==> config.mk <==
export PLATFORM = sky130hd
export DESIGN_NAME = uart_brk_tx
export DESIGN_NICKNAME = d
export VERILOG_FILES = /design/src/rtl/uart_brk_tx_pkg.sv /design/src/rtl/uart_brk_tick.sv /design/src/rtl/uart_brk_cfg.sv /design/src/rtl/uart_brk_shift.sv /design/src/rtl/uart_brk_tx.sv
export SDC_FILE = /design/constraint.sdc
export NUM_CORES = 1
export LEC_CHECK = 0
export BUFFER_PORTS_ARGS = -buffer_cell sky130_fd_sc_hd__buf_2
export CORE_UTILIZATION = 41
export CTS_BUF_LIST = sky130_fd_sc_hd__clkbuf_2
export DETAILED_ROUTE_END_ITERATION = 7
export GPL_TIMING_DRIVEN = 1
export PLACE_DENSITY = 0.67
export SKIP_LAST_GASP = 1
export SLEW_MARGIN = 15
export SYNTH_ARGS = -nofsm -noshare
export SYNTH_HDL_FRONTEND = slang
export SYNTH_HIERARCHICAL = 1
export SYNTH_SLANG_ARGS = --single-unit
==> constraint.sdc <==
create_clock -name clk -period 3 [get_ports clk]
set_input_delay 0.6 -clock clk [delete_from_list [all_inputs] [get_ports clk]]
set_output_delay 0.6 -clock clk [all_outputs]
set_load 0.005 [all_outputs]
==> src/rtl/uart_brk_tx_pkg.sv <==
package uart_brk_tx_pkg;

   typedef enum logic [2:0] {
      ST_IDLE,
      ST_START,
      ST_DATA,
      ST_STOP,
      ST_MARK
   } tx_state_e;

   // Stop length in half-bit units for each 2-bit stop code.
   function automatic logic [2:0] stop_halves(input logic [1:0] code);
      case (code)
         2'b00:   return 3'd2;
         2'b01:   return 3'd1;
         2'b10:   return 3'd4;
         default: return 3'd3;
      endcase
   endfunction

endpackage

==> src/rtl/uart_brk_tick.sv <==
module uart_brk_tick #(
   parameter int PRE_W = 8
) (
   input  logic             clk,
   input  logic             rst_n,
   input  logic             run,
   input  logic [PRE_W-1:0] prescale,
   output logic             tick
);

   logic [PRE_W-1:0] cnt;
   logic             at_end;

   assign at_end = (cnt >= prescale);
   assign tick   = run && at_end;

   always_ff @(posedge clk or negedge rst_n) begin
      if (!rst_n)              cnt <= '0;
      else if (!run || at_end) cnt <= '0;
      else                     cnt <= cnt + 1'b1;
   end

endmodule

==> src/rtl/uart_brk_cfg.sv <==
module uart_brk_cfg (
   input  logic       clk,
   input  logic       rst_n,
   input  logic       en,
   input  logic       stop_wr,
   input  logic [1:0] stop_wdata,
   input  logic       brk_req,
   input  logic       brk_done,
   output logic [1:0] stop_code,
   output logic       brk_cmd
);

   always_ff @(posedge clk or negedge rst_n) begin
      if (!rst_n)              stop_code <= 2'b00;
      else if (stop_wr && !en) stop_code <= stop_wdata;
   end

   // A new request wins over the completion of the previous break.
   always_ff @(posedge clk or negedge rst_n) begin
      if (!rst_n)        brk_cmd <= 1'b0;
      else if (brk_req)  brk_cmd <= 1'b1;
      else if (brk_done) brk_cmd <= 1'b0;
   end

endmodule

==> src/rtl/uart_brk_shift.sv <==
module uart_brk_shift
   import uart_brk_tx_pkg::*;
#(
   parameter int DATA_W = 8,
   parameter int OVS    = 16
) (
   input  logic              clk,
   input  logic              rst_n,
   input  logic              en,
   input  logic              brk_cmd,
   input  logic              tick,
   input  logic              in_valid,
   input  logic [DATA_W-1:0] in_data,
   input  logic [1:0]        stop_code,
   output logic              in_ready,
   output logic              tx,
   output logic              run,
   output logic              brk_done
);

   localparam int LEN_W  = $clog2(2 * OVS + 1);
   localparam int BIT_W  = $clog2(DATA_W);
   localparam int HALF   = OVS / 2;

   tx_state_e         state;
   logic [LEN_W-1:0]  tcnt;
   logic [LEN_W-1:0]  stop_len;
   logic [LEN_W-1:0]  state_len;
   logic [BIT_W-1:0]  bitcnt;
   logic [DATA_W-1:0] shreg;
   logic              brk_frame;
   logic              last;
   logic              idle;
   logic              start_brk;
   logic              start_dat;
   logic [LEN_W-1:0]  new_stop;

   assign idle      = (state == ST_IDLE);
   assign start_brk = idle && en && brk_cmd;
   assign start_dat = idle && en && !brk_cmd && in_valid;
   assign in_ready  = idle && en && !brk_cmd;
   assign run       = !idle;
   assign new_stop  = LEN_W'(HALF) * LEN_W'(stop_halves(stop_code));

   always_comb begin
      case (state)
         ST_STOP: state_len = stop_len;
         default: state_len = LEN_W'(OVS);
      endcase
   end

   assign last     = (tcnt == state_len - 1'b1);
   assign brk_done = (state == ST_MARK) && tick && last;

   always_comb begin
      case (state)
         ST_START: tx = 1'b0;
         ST_DATA:  tx = !brk_frame && shreg[0];
         ST_STOP:  tx = !brk_frame;
         default:  tx = 1'b1;
      endcase
   end

   always_ff @(posedge clk or negedge rst_n) begin
      if (!rst_n) begin
         state     <= ST_IDLE;
         tcnt      <= '0;
         bitcnt    <= '0;
         shreg     <= '0;
         brk_frame <= 1'b0;
         stop_len  <= '0;
      end else if (idle) begin
         if (start_brk || start_dat) begin
            state     <= ST_START;
            tcnt      <= '0;
            bitcnt    <= '0;
            brk_frame <= start_brk;
            shreg     <= start_brk ? '0 : in_data;
            stop_len  <= new_stop;
         end
      end else if (tick) begin
         if (!last) begin
            tcnt <= tcnt + 1'b1;
         end else begin
            tcnt <= '0;
            if (state == ST_START) begin
               state <= ST_DATA;
            end else if (state == ST_DATA) begin
               if (bitcnt == BIT_W'(DATA_W - 1)) begin
                  state <= ST_STOP;
               end else begin
                  bitcnt <= bitcnt + 1'b1;
                  shreg  <= shreg >> 1;
               end
            end else if (state == ST_STOP) begin
               state <= brk_frame ? ST_MARK : ST_IDLE;
            end else begin
               state <= ST_IDLE;
            end
         end
      end
   end

endmodule

==> src/rtl/uart_brk_tx.sv <==
module uart_brk_tx #(
   parameter int DATA_W = 8,
   parameter int OVS    = 16,
   parameter int PRE_W  = 8
) (
   input  logic              clk,
   input  logic              rst_n,
   input  logic              tx_en,
   input  logic [PRE_W-1:0]  prescale,
   input  logic              stop_wr,
   input  logic [1:0]        stop_wdata,
   output logic [1:0]        stop_code,
   input  logic              brk_set,
   output logic              brk_busy,
   input  logic              in_valid,
   input  logic [DATA_W-1:0] in_data,
   output logic              in_ready,
   output logic              tx
);

   if (OVS < 2 || (OVS % 2) != 0) begin : g_bad_ovs
      $error("OVS must be an even number of at least 2");
   end
   if (DATA_W < 2) begin : g_bad_data
      $error("DATA_W must be at least 2");
   end
   if (PRE_W < 1) begin : g_bad_pre
      $error("PRE_W must be at least 1");
   end

   logic tick;
   logic run;
   logic brk_done;

   uart_brk_tick #(.PRE_W(PRE_W)) u_tick (
      .clk      (clk),
      .rst_n    (rst_n),
      .run      (run),
      .prescale (prescale),
      .tick     (tick)
   );

   uart_brk_cfg u_cfg (
      .clk        (clk),
      .rst_n      (rst_n),
      .en         (tx_en),
      .stop_wr    (stop_wr),
      .stop_wdata (stop_wdata),
      .brk_req    (brk_set),
      .brk_done   (brk_done),
      .stop_code  (stop_code),
      .brk_cmd    (brk_busy)
   );

   uart_brk_shift #(.DATA_W(DATA_W), .OVS(OVS)) u_shift (
      .clk       (clk),
      .rst_n     (rst_n),
      .en        (tx_en),
      .brk_cmd   (brk_busy),
      .tick      (tick),
      .in_valid  (in_valid),
      .in_data   (in_data),
      .stop_code (stop_code),
      .in_ready  (in_ready),
      .tx        (tx),
      .run       (run),
      .brk_done  (brk_done)
   );

endmodule

==> metrics.txt, run 1 <==
# TYPE chip_impl_metric gauge
chip_impl_info{name="run_status",value="finished, final reports clean"} 1
chip_impl_metric{name="p_per_area",unit="nW/um^2"} 605
chip_impl_metric{name="synth_top_cell_area_share",unit=""} 0.395
chip_impl_metric{name="finalHoldViolations",unit=""} 0
chip_impl_info{name="synth_flop_cell",value="sky130_fd_sc_hd__dfrtp_1"} 1
chip_impl_metric{name="dp.final_hpwl",unit="um"} 2990
chip_impl_metric{name="finalCoreUtilization",unit=""} 0.481
chip_impl_metric{name="finalNetCount",unit=""} 286
chip_impl_metric{name="clock.fmax",unit="MHz"} 369
chip_impl_metric{name="place_inst",unit=""} 309
chip_impl_metric{name="synthesized_netlist_cell_count",unit=""} 211
chip_impl_metric{name="cts.clk_slew.worst_paths",unit="ns"} 0.18
chip_impl_metric{name="fillers",unit=""} 486
chip_impl_info{name="clock-root-buffer",value="sky130_fd_sc_hd__clkbuf_2"} 1
chip_impl_metric{name="detailedRoute.firstPassIterationCount",unit=""} 4
chip_impl_info{name="cts_tree",value="yes"} 1
chip_impl_metric{name="synth_xor_area_frac",unit=""} 0.0626
chip_impl_metric{name="synth_sequential_area_ratio",unit=""} 0.395
chip_impl_metric{name="fin_crit",unit="ns"} 2.71
chip_impl_metric{name="critical_path_required",unit="ns"} 3.29
chip_impl_metric{name="max_cap_viol_count",unit=""} 0
chip_impl_metric{name="largest_net_degree_at_the_start_of_global_routing",unit=""} 36
chip_impl_metric{name="drive_above_1_share",unit=""} 0.275
chip_impl_metric{name="post-cts-setup-buffer-count",unit=""} 0
chip_impl_metric{name="placementRows",unit=""} 26
chip_impl_metric{name="die_width",unit="um"} 75.6
chip_impl_metric{name="final_antenna_net_count",unit=""} 0
chip_impl_metric{name="synth_compound_gate_area_share",unit=""} 0.111
chip_impl_metric{name="grt.total_usage",unit=""} 0.160
chip_impl_metric{name="critical_path.max_fanout",unit=""} 8
chip_impl_metric{name="insertion_delay",unit="ns"} 0.37
chip_impl_metric{name="peakVddDrop",unit="mV"} 0.233
chip_impl_metric{name="starting_density_of_the_core",unit=""} 0.429
chip_impl_metric{name="grt_antenna_before_repair",unit=""} 0
chip_impl_metric{name="postLayoutCellArea",unit="um^2"} 2490
chip_impl_metric{name="avgSynthCellArea",unit="um^2"} 10.5
chip_impl_metric{name="postRouteWirelength",unit="um"} 4030
chip_impl_metric{name="number_of_flops_mapped_to_enable_cells_by_yosys",unit=""} 0
chip_impl_metric{name="chipHeight",unit="um"} 75.6
chip_impl_info{name="most_frequent_standard_cell_in_the_layout_excluding_fill_and_tap_cells",value="sky130_fd_sc_hd__dfrtp_1"} 1
chip_impl_metric{name="routabilityCongestion",unit=""} 0.855
chip_impl_metric{name="overall_die_area",unit="um^2"} 5710
chip_impl_metric{name="cts_repair_resize_count",unit=""} 0
chip_impl_metric{name="routed_via_density",unit=""} 4.90
chip_impl_info{name="synth.top_cells.by_area",value="sky130_fd_sc_hd__dfrtp_1 (39%), sky130_fd_sc_hd__ha_1 (9.0%), sky130_fd_sc_hd__mux2_4 (6.1%)"} 1
chip_impl_info{name="grt_setup_unrepaired",value="no"} 1
chip_impl_metric{name="report.final.slew_viol_count",unit=""} 0
chip_impl_metric{name="synth_area",unit="um^2"} 2220
chip_impl_metric{name="layout_worst_path_cycle_share",unit=""} 0.903
chip_impl_metric{name="avgRoutedWirePerCell",unit="um"} 12.7
chip_impl_metric{name="relSlewSlack",unit=""} 0.489
chip_impl_metric{name="finClkSkew",unit="ns"} 0.0116
chip_impl_metric{name="cts_max_level",unit=""} 2
chip_impl_metric{name="fin_hold_ws",unit="ns"} 0.267
chip_impl_metric{name="cts-buffers-inserted",unit=""} 5
chip_impl_info{name="start_of_the_worst_register_to_register_path",value="u_tick/cnt[2]"} 1
chip_impl_info{name="synth_top_family_by_area",value="simple AND/OR/NAND/NOR gates"} 1
chip_impl_metric{name="insertedDiodeCount",unit=""} 0
chip_impl_metric{name="io_buffers",unit=""} 28
chip_impl_metric{name="synthSimpleGateAreaFrac",unit=""} 0.214
chip_impl_metric{name="syn_nets",unit=""} 251
chip_impl_metric{name="yosys-mux-area-fraction",unit=""} 0.0857
chip_impl_metric{name="detailedRoute.firstIterationViolations",unit=""} 77
chip_impl_metric{name="grt_first_pass_wirelength",unit="um"} 6770
chip_impl_info{name="critical_path_startpoint",value="u_tick/cnt[2]"} 1
chip_impl_info{name="worst_hold_path_type",value="in2async"} 1
chip_impl_metric{name="synth_fa_ha_area_frac",unit=""} 0.0902
chip_impl_metric{name="cts.path.max_buffers",unit=""} 2
chip_impl_metric{name="worstPathArrival",unit="ns"} 3.00
chip_impl_info{name="cell_taking_the_most_area_after_synthesis",value="sky130_fd_sc_hd__dfrtp_1"} 1
chip_impl_info{name="worst_setup_path_start_kind",value="flip-flop"} 1
chip_impl_info{name="worstSetupPathType",value="reg2reg"} 1
chip_impl_metric{name="route.detailed.drc",unit=""} 0
chip_impl_metric{name="netlist-cell-type-count",unit=""} 49
chip_impl_metric{name="placed_area",unit="um^2"} 2450
chip_impl_metric{name="top_level_port_count",unit=""} 29
chip_impl_metric{name="setup-violations-final",unit=""} 0
chip_impl_metric{name="grt_remaining_overflow",unit=""} 0
chip_impl_metric{name="routed-via-count",unit=""} 1552
chip_impl_metric{name="synth.ff_latch_count",unit=""} 35
chip_impl_metric{name="areaGrowthSynthToFinish",unit="%"} 12.2
chip_impl_info{name="final_cell_mix",value="sky130_fd_sc_hd__dfrtp_1 (35), sky130_fd_sc_hd__buf_2 (28), sky130_fd_sc_hd__nand2_1 (26), sky130_fd_sc_hd__nor2_1 (18), sky130_fd_sc_hd__ha_1 (16)"} 1
chip_impl_metric{name="synthesis.yosys.warnings",unit=""} 6
chip_impl_metric{name="placeableCoreArea",unit="um^2"} 5170
chip_impl_metric{name="worst-slew-pin-transition",unit="ns"} 0.767
chip_impl_metric{name="power.leakage",unit="uW"} 0.00130
chip_impl_metric{name="clkSinkCount",unit=""} 35
chip_impl_metric{name="async_reset_ff_frac",unit=""} 1.00
chip_impl_metric{name="grt_pass1_vias",unit=""} 1447
chip_impl_metric{name="post_cts_hold_buffer_count",unit=""} 0
chip_impl_metric{name="final_cells",unit=""} 317
chip_impl_info{name="timing.critical_path.to_type",value="flip-flop"} 1
[critical path, stage by stage (launching register included)]
cell,delay [ns]
sky130_fd_sc_hd__dfrtp_1,0.45
sky130_fd_sc_hd__ha_1,0.28
sky130_fd_sc_hd__or3_1,0.34
sky130_fd_sc_hd__a21oi_1,0.27
sky130_fd_sc_hd__o31ai_1,0.13
sky130_fd_sc_hd__and2_1,0.18
sky130_fd_sc_hd__and4bb_1,0.21
sky130_fd_sc_hd__nand4_2,0.10
sky130_fd_sc_hd__nor2b_4,0.33
sky130_fd_sc_hd__mux2_4,0.33
[registers in the layout, summed over array words and instances (netlist names)]
| register | flops |
|---|---|
| u_shift/shreg | 8 |
| u_tick/cnt | 8 |
| u_shift/tcnt | 6 |
| u_shift/bitcnt | 3 |
| u_shift/state | 3 |
| u_shift/stop_len | 3 |
| u_cfg/stop_code | 2 |
| u_cfg/brk_cmd | 1 |
| u_shift/brk_frame | 1 |
[through the flow]
step	worst slack [ns]	setup TNS (ns)	power, uW
2_1_floorplan	0.223	0	1160
3_3_place_gp	0.0207	0	1300
3_5_place_dp	-0.0221	-0.144	1320
4_1_cts	0.255	0	1530
5_1_grt	0.113	0	1640
6_report	0.291	0	1510
[final cells by class]
class | count | area (um^2) | share of cell area
multi-input cells | 156 | 1250 | 0.503
flip-flops and latches | 35 | 876 | 0.352
repair buffers | 34 | 185 | 0.0744
well taps | 70 | 87.6 | 0.0352
inverters | 14 | 52.6 | 0.0211
clock buffers | 6 | 30.0 | 0.0121
clock inverters | 2 | 7.51 | 0.00302
[layer usage]
metal / vias up / share of wire / GRT usage
met5: - / 0 / 0
met4: 0 / 0.013 / 0.0494
met3: 4 / 0.021 / 0.0437
met2: 13 / 0.45 / 0.237
met1: 732 / 0.52 / 0.229
li1: 803 / - / -
[final timing paths]
kind,cells after the start,slack [ns],endpoint
setup / recovery,9,0.29,u_shift/shreg[0]
hold / removal,1,0.27,u_shift/tcnt[5]
setup reg to reg,9,0.29,u_shift/shreg[0]
hold reg to reg,1,0.53,u_shift/tcnt[0]
max in group asynchronous,1,2.24,u_tick/cnt[5]
min in group clk,2,0.39,u_cfg/brk_cmd
[synth_stat cells (2+ instances only)]
master,number
sky130_fd_sc_hd__buf_4,2
sky130_fd_sc_hd__a22o_1,3
sky130_fd_sc_hd__xor2_2,2
sky130_fd_sc_hd__ha_1,16
sky130_fd_sc_hd__mux2_4,9
sky130_fd_sc_hd__o31ai_1,3
sky130_fd_sc_hd__nand2b_1,3
sky130_fd_sc_hd__a32o_1,2
sky130_fd_sc_hd__inv_1,13
sky130_fd_sc_hd__xor2_1,6
sky130_fd_sc_hd__o211ai_1,2
sky130_fd_sc_hd__a21oi_1,3
sky130_fd_sc_hd__nand2_1,26
sky130_fd_sc_hd__o21ai_0,8
sky130_fd_sc_hd__nand4_1,2
sky130_fd_sc_hd__nor3b_1,2
sky130_fd_sc_hd__buf_2,2
sky130_fd_sc_hd__a21o_1,5
sky130_fd_sc_hd__xnor2_1,3
sky130_fd_sc_hd__nor2b_4,2
sky130_fd_sc_hd__and2_1,2
sky130_fd_sc_hd__nor2_1,18
sky130_fd_sc_hd__mux2_2,3
sky130_fd_sc_hd__dfrtp_1,35
sky130_fd_sc_hd__and3_1,3
sky130_fd_sc_hd__nand3_1,13
[kinds of logic (layout without fill, tap and decap cells)]
kind of cell,count (synthesis),after routing
buffers and inverters,20,56
adder cells (fa/ha/maj),16,16
XOR/XNOR,12,12
AND/OR/NAND/NOR,82,82
AO/OA/AOI/OAI,32,32
multiplexers,14,14
flip-flops,35,35
[power by group]
| part | internal (uW) | leakage [uW] | total [uW] | switching (uW) |
|---|---|---|---|---|
| sequential | 585 | 0.000454 | 704 | 119 |
| clock | 56.1 | 0.0000281 | 208 | 152 |
| combinational | 309 | 0.000822 | 595 | 286 |
| total | 950 | 0.00130 | 1510 | 556 |
No activity file was read; power rests on OpenSTA's default activity.
==> run 2, diff against run 1 <==
- CORE_MARGIN: default -> 2
==> metrics.txt, run 2 (synthesis results as in run 1) <==
# TYPE chip_impl_metric gauge
chip_impl_info{name="run_status",value="finished, final reports clean"} 1
chip_impl_metric{name="postRouteWirelength",unit="um"} 3850
chip_impl_metric{name="cts-buffers-inserted",unit=""} 5
chip_impl_metric{name="largest_incremental_delay_on_the_critical_path",unit="ns"} 0.46
chip_impl_metric{name="peakVddDrop",unit="mV"} 0.234
chip_impl_metric{name="final_cells",unit=""} 317
chip_impl_metric{name="clkSinkCount",unit=""} 35
chip_impl_metric{name="cts.path.max_buffers",unit=""} 2
chip_impl_metric{name="routed_via_density",unit=""} 4.93
chip_impl_metric{name="finalNetCount",unit=""} 286
chip_impl_metric{name="worst-slew-pin-transition",unit="ns"} 0.774
chip_impl_metric{name="use_met1",unit=""} 0.204
chip_impl_metric{name="worstPathArrival",unit="ns"} 3.01
chip_impl_metric{name="cts_repair_resize_count",unit=""} 0
chip_impl_metric{name="layout_worst_path_cycle_share",unit=""} 0.909
chip_impl_metric{name="p_per_area",unit="nW/um^2"} 605
chip_impl_metric{name="post-cts-setup-buffer-count",unit=""} 0
chip_impl_metric{name="detailedRoute.firstIterationViolations",unit=""} 69
chip_impl_metric{name="critical_path_required",unit="ns"} 3.28
chip_impl_metric{name="starting_density_of_the_core",unit=""} 0.429
chip_impl_metric{name="multi_input_comb_area",unit="um^2"} 1250
chip_impl_info{name="worst_hold_path_type",value="in2async"} 1
chip_impl_info{name="start_of_the_worst_register_to_register_path",value="u_tick/cnt[2]"} 1
chip_impl_info{name="clock-root-buffer",value="sky130_fd_sc_hd__clkbuf_2"} 1
chip_impl_metric{name="finClkSkew",unit="ns"} 0.0177
chip_impl_metric{name="fin_crit",unit="ns"} 2.73
chip_impl_info{name="worstSetupPathType",value="reg2reg"} 1
chip_impl_metric{name="post_cts_hold_buffer_count",unit=""} 0
chip_impl_metric{name="fillers",unit=""} 512
chip_impl_metric{name="die_width",unit="um"} 77.6
chip_impl_metric{name="clock.fmax",unit="MHz"} 367
chip_impl_metric{name="post_route_total_power",unit="uW"} 1510
chip_impl_metric{name="areaGrowthSynthToFinish",unit="%"} 12.3
chip_impl_info{name="rr_endpoint",value="u_shift/shreg[4]"} 1
chip_impl_metric{name="grt_antenna_before_repair",unit=""} 0
chip_impl_metric{name="route.detailed.drc",unit=""} 0
chip_impl_info{name="path_cells",value="ha_1 > or3_1 > a21oi_1 > o31ai_1 > and2_1 > and4bb_1 > nand4_2 > nor2b_4 > mux2_4"} 1
chip_impl_metric{name="detailedRoute.firstPassIterationCount",unit=""} 4
chip_impl_metric{name="timing.setup.tns",unit="ns"} 0
chip_impl_info{name="top_regs",value="u_shift/shreg: 8 flops, u_tick/cnt: 8 flops, u_shift/tcnt: 6 flops"} 1
chip_impl_metric{name="placeableCoreArea",unit="um^2"} 5170
chip_impl_metric{name="largest_net_degree_at_the_start_of_global_routing",unit=""} 36
chip_impl_metric{name="critical_path.max_fanout",unit=""} 8
chip_impl_info{name="grt_setup_unrepaired",value="no"} 1
chip_impl_metric{name="dp.final_hpwl",unit="um"} 2940
chip_impl_info{name="final_cell_mix",value="sky130_fd_sc_hd__dfrtp_1 (35), sky130_fd_sc_hd__buf_2 (28), sky130_fd_sc_hd__nand2_1 (26), sky130_fd_sc_hd__nor2_1 (18), sky130_fd_sc_hd__ha_1 (16)"} 1
chip_impl_metric{name="report.final.slew_viol_count",unit=""} 0
chip_impl_metric{name="preCtsSetupSlack",unit="ns"} -0.0311
chip_impl_metric{name="setup-violations-final",unit=""} 0
chip_impl_info{name="timing.critical_path.to_type",value="flip-flop"} 1
chip_impl_metric{name="ff_latch_area",unit="um^2"} 876
chip_impl_metric{name="chipHeight",unit="um"} 77.6
chip_impl_metric{name="final_antenna_net_count",unit=""} 0
chip_impl_metric{name="relSlewSlack",unit=""} 0.484
chip_impl_metric{name="fin_ws",unit="ns"} 0.272
chip_impl_info{name="cts_tree",value="yes"} 1
chip_impl_metric{name="top_level_port_count",unit=""} 29
chip_impl_metric{name="routed-via-count",unit=""} 1562
chip_impl_metric{name="cts.clk_slew.worst_paths",unit="ns"} 0.18
chip_impl_metric{name="drive_above_1_share",unit=""} 0.283
chip_impl_metric{name="grt_first_pass_wirelength",unit="um"} 6650
chip_impl_metric{name="timing.reg2reg.setup_slack",unit="ns"} 0.27
chip_impl_metric{name="finalHoldViolations",unit=""} 0
chip_impl_metric{name="met2_grt_util",unit=""} 0.200
chip_impl_metric{name="grt_pass1_vias",unit=""} 1465
chip_impl_metric{name="power.leakage",unit="uW"} 0.00131
chip_impl_metric{name="cts_max_level",unit=""} 2
chip_impl_metric{name="io_buffers",unit=""} 28
chip_impl_info{name="worst_setup_path_start_kind",value="flip-flop"} 1
chip_impl_metric{name="insertedDiodeCount",unit=""} 0
chip_impl_metric{name="max_cap_viol_count",unit=""} 0
chip_impl_metric{name="overall_die_area",unit="um^2"} 6020
chip_impl_metric{name="finalCoreUtilization",unit=""} 0.482
chip_impl_metric{name="routabilityCongestion",unit=""} 0.875
chip_impl_metric{name="grt.total_usage",unit=""} 0.140
chip_impl_metric{name="r2r.worst_path.cells",unit=""} 9
chip_impl_metric{name="placementRows",unit=""} 26
chip_impl_metric{name="grt_remaining_overflow",unit=""} 0
chip_impl_info{name="slowest_cell_on_the_critical_path",value="sky130_fd_sc_hd__dfrtp_1"} 1
chip_impl_info{name="most_frequent_standard_cell_in_the_layout_excluding_fill_and_tap_cells",value="sky130_fd_sc_hd__dfrtp_1"} 1
chip_impl_metric{name="insertion_delay",unit="ns"} 0.37
chip_impl_metric{name="place_inst",unit=""} 309
chip_impl_metric{name="grtUsageMet3",unit=""} 0.0326
chip_impl_info{name="grt-busiest-layer",value="met1"} 1
chip_impl_metric{name="avgRoutedWirePerCell",unit="um"} 12.1
-- run 2: cell count changes in the layout (fill, tap and decap cells not counted) --
cell	delta
sky130_fd_sc_hd__clkinv_1	-2
sky130_fd_sc_hd__clkinv_2	+1
sky130_fd_sc_hd__clkbuf_2	+1
-- run 2: area by class of cell --
type,instances,share of cell area
multi-input cells,156,0.502
well taps,70,0.0351
flip-flops and latches,35,0.351
clock inverters,1,0.00201
clock buffers,7,0.0141
inverters,14,0.0211
repair buffers,34,0.0743
-- run 2: critical path: cells and delay by family (launching register included) --
kind,cells,cell delay [ns]
multiplexers,1,0.33
flip-flops,1,0.46
AO/OA/AOI/OAI,2,0.42
adder cells (fa/ha/maj),1,0.28
AND/OR/NAND/NOR,5,1.17
-- run 2: how the worst max path moves through the flow --
| stage | to | cells past startpoint | start |
|---|---|---|---|
| final | u_shift/shreg[4] | 9 | u_tick/cnt[2] |
| after global routing | u_shift/shreg[2] | 9 | u_tick/cnt[2] |
| after CTS | u_shift/shreg[2] | 9 | u_tick/cnt[2] |
| after detailed placement | u_shift/shreg[2] | 11 | prescale[2] |
| after global placement | u_shift/shreg[2] | 11 | prescale[2] |
| after floorplan | u_shift/shreg[0] | 11 | prescale[2] |
-- run 2: report_power, final --
part,leakage (uW),switching (uW),internal [uW]
combinational,0.000822,285,309
clock,0.0000330,151,63.7
sequential,0.000454,115,585
-- run 2: per-layer routing --
metal / vias to the layer above / share of wire
met3: 4 / 0.025
met2: 17 / 0.45
met4: 0 / 0.012
li1: 803 / -
met5: - / 0
met1: 738 / 0.52
-- run 2: stage by stage --
stage,area (um^2),hold WS (ns)
after floorplan,2220,0.304
after global placement,2450,0.498
after detailed placement,2450,0.495
after global routing,2490,0.277
after CTS,2490,0.283
final,2490,0.276
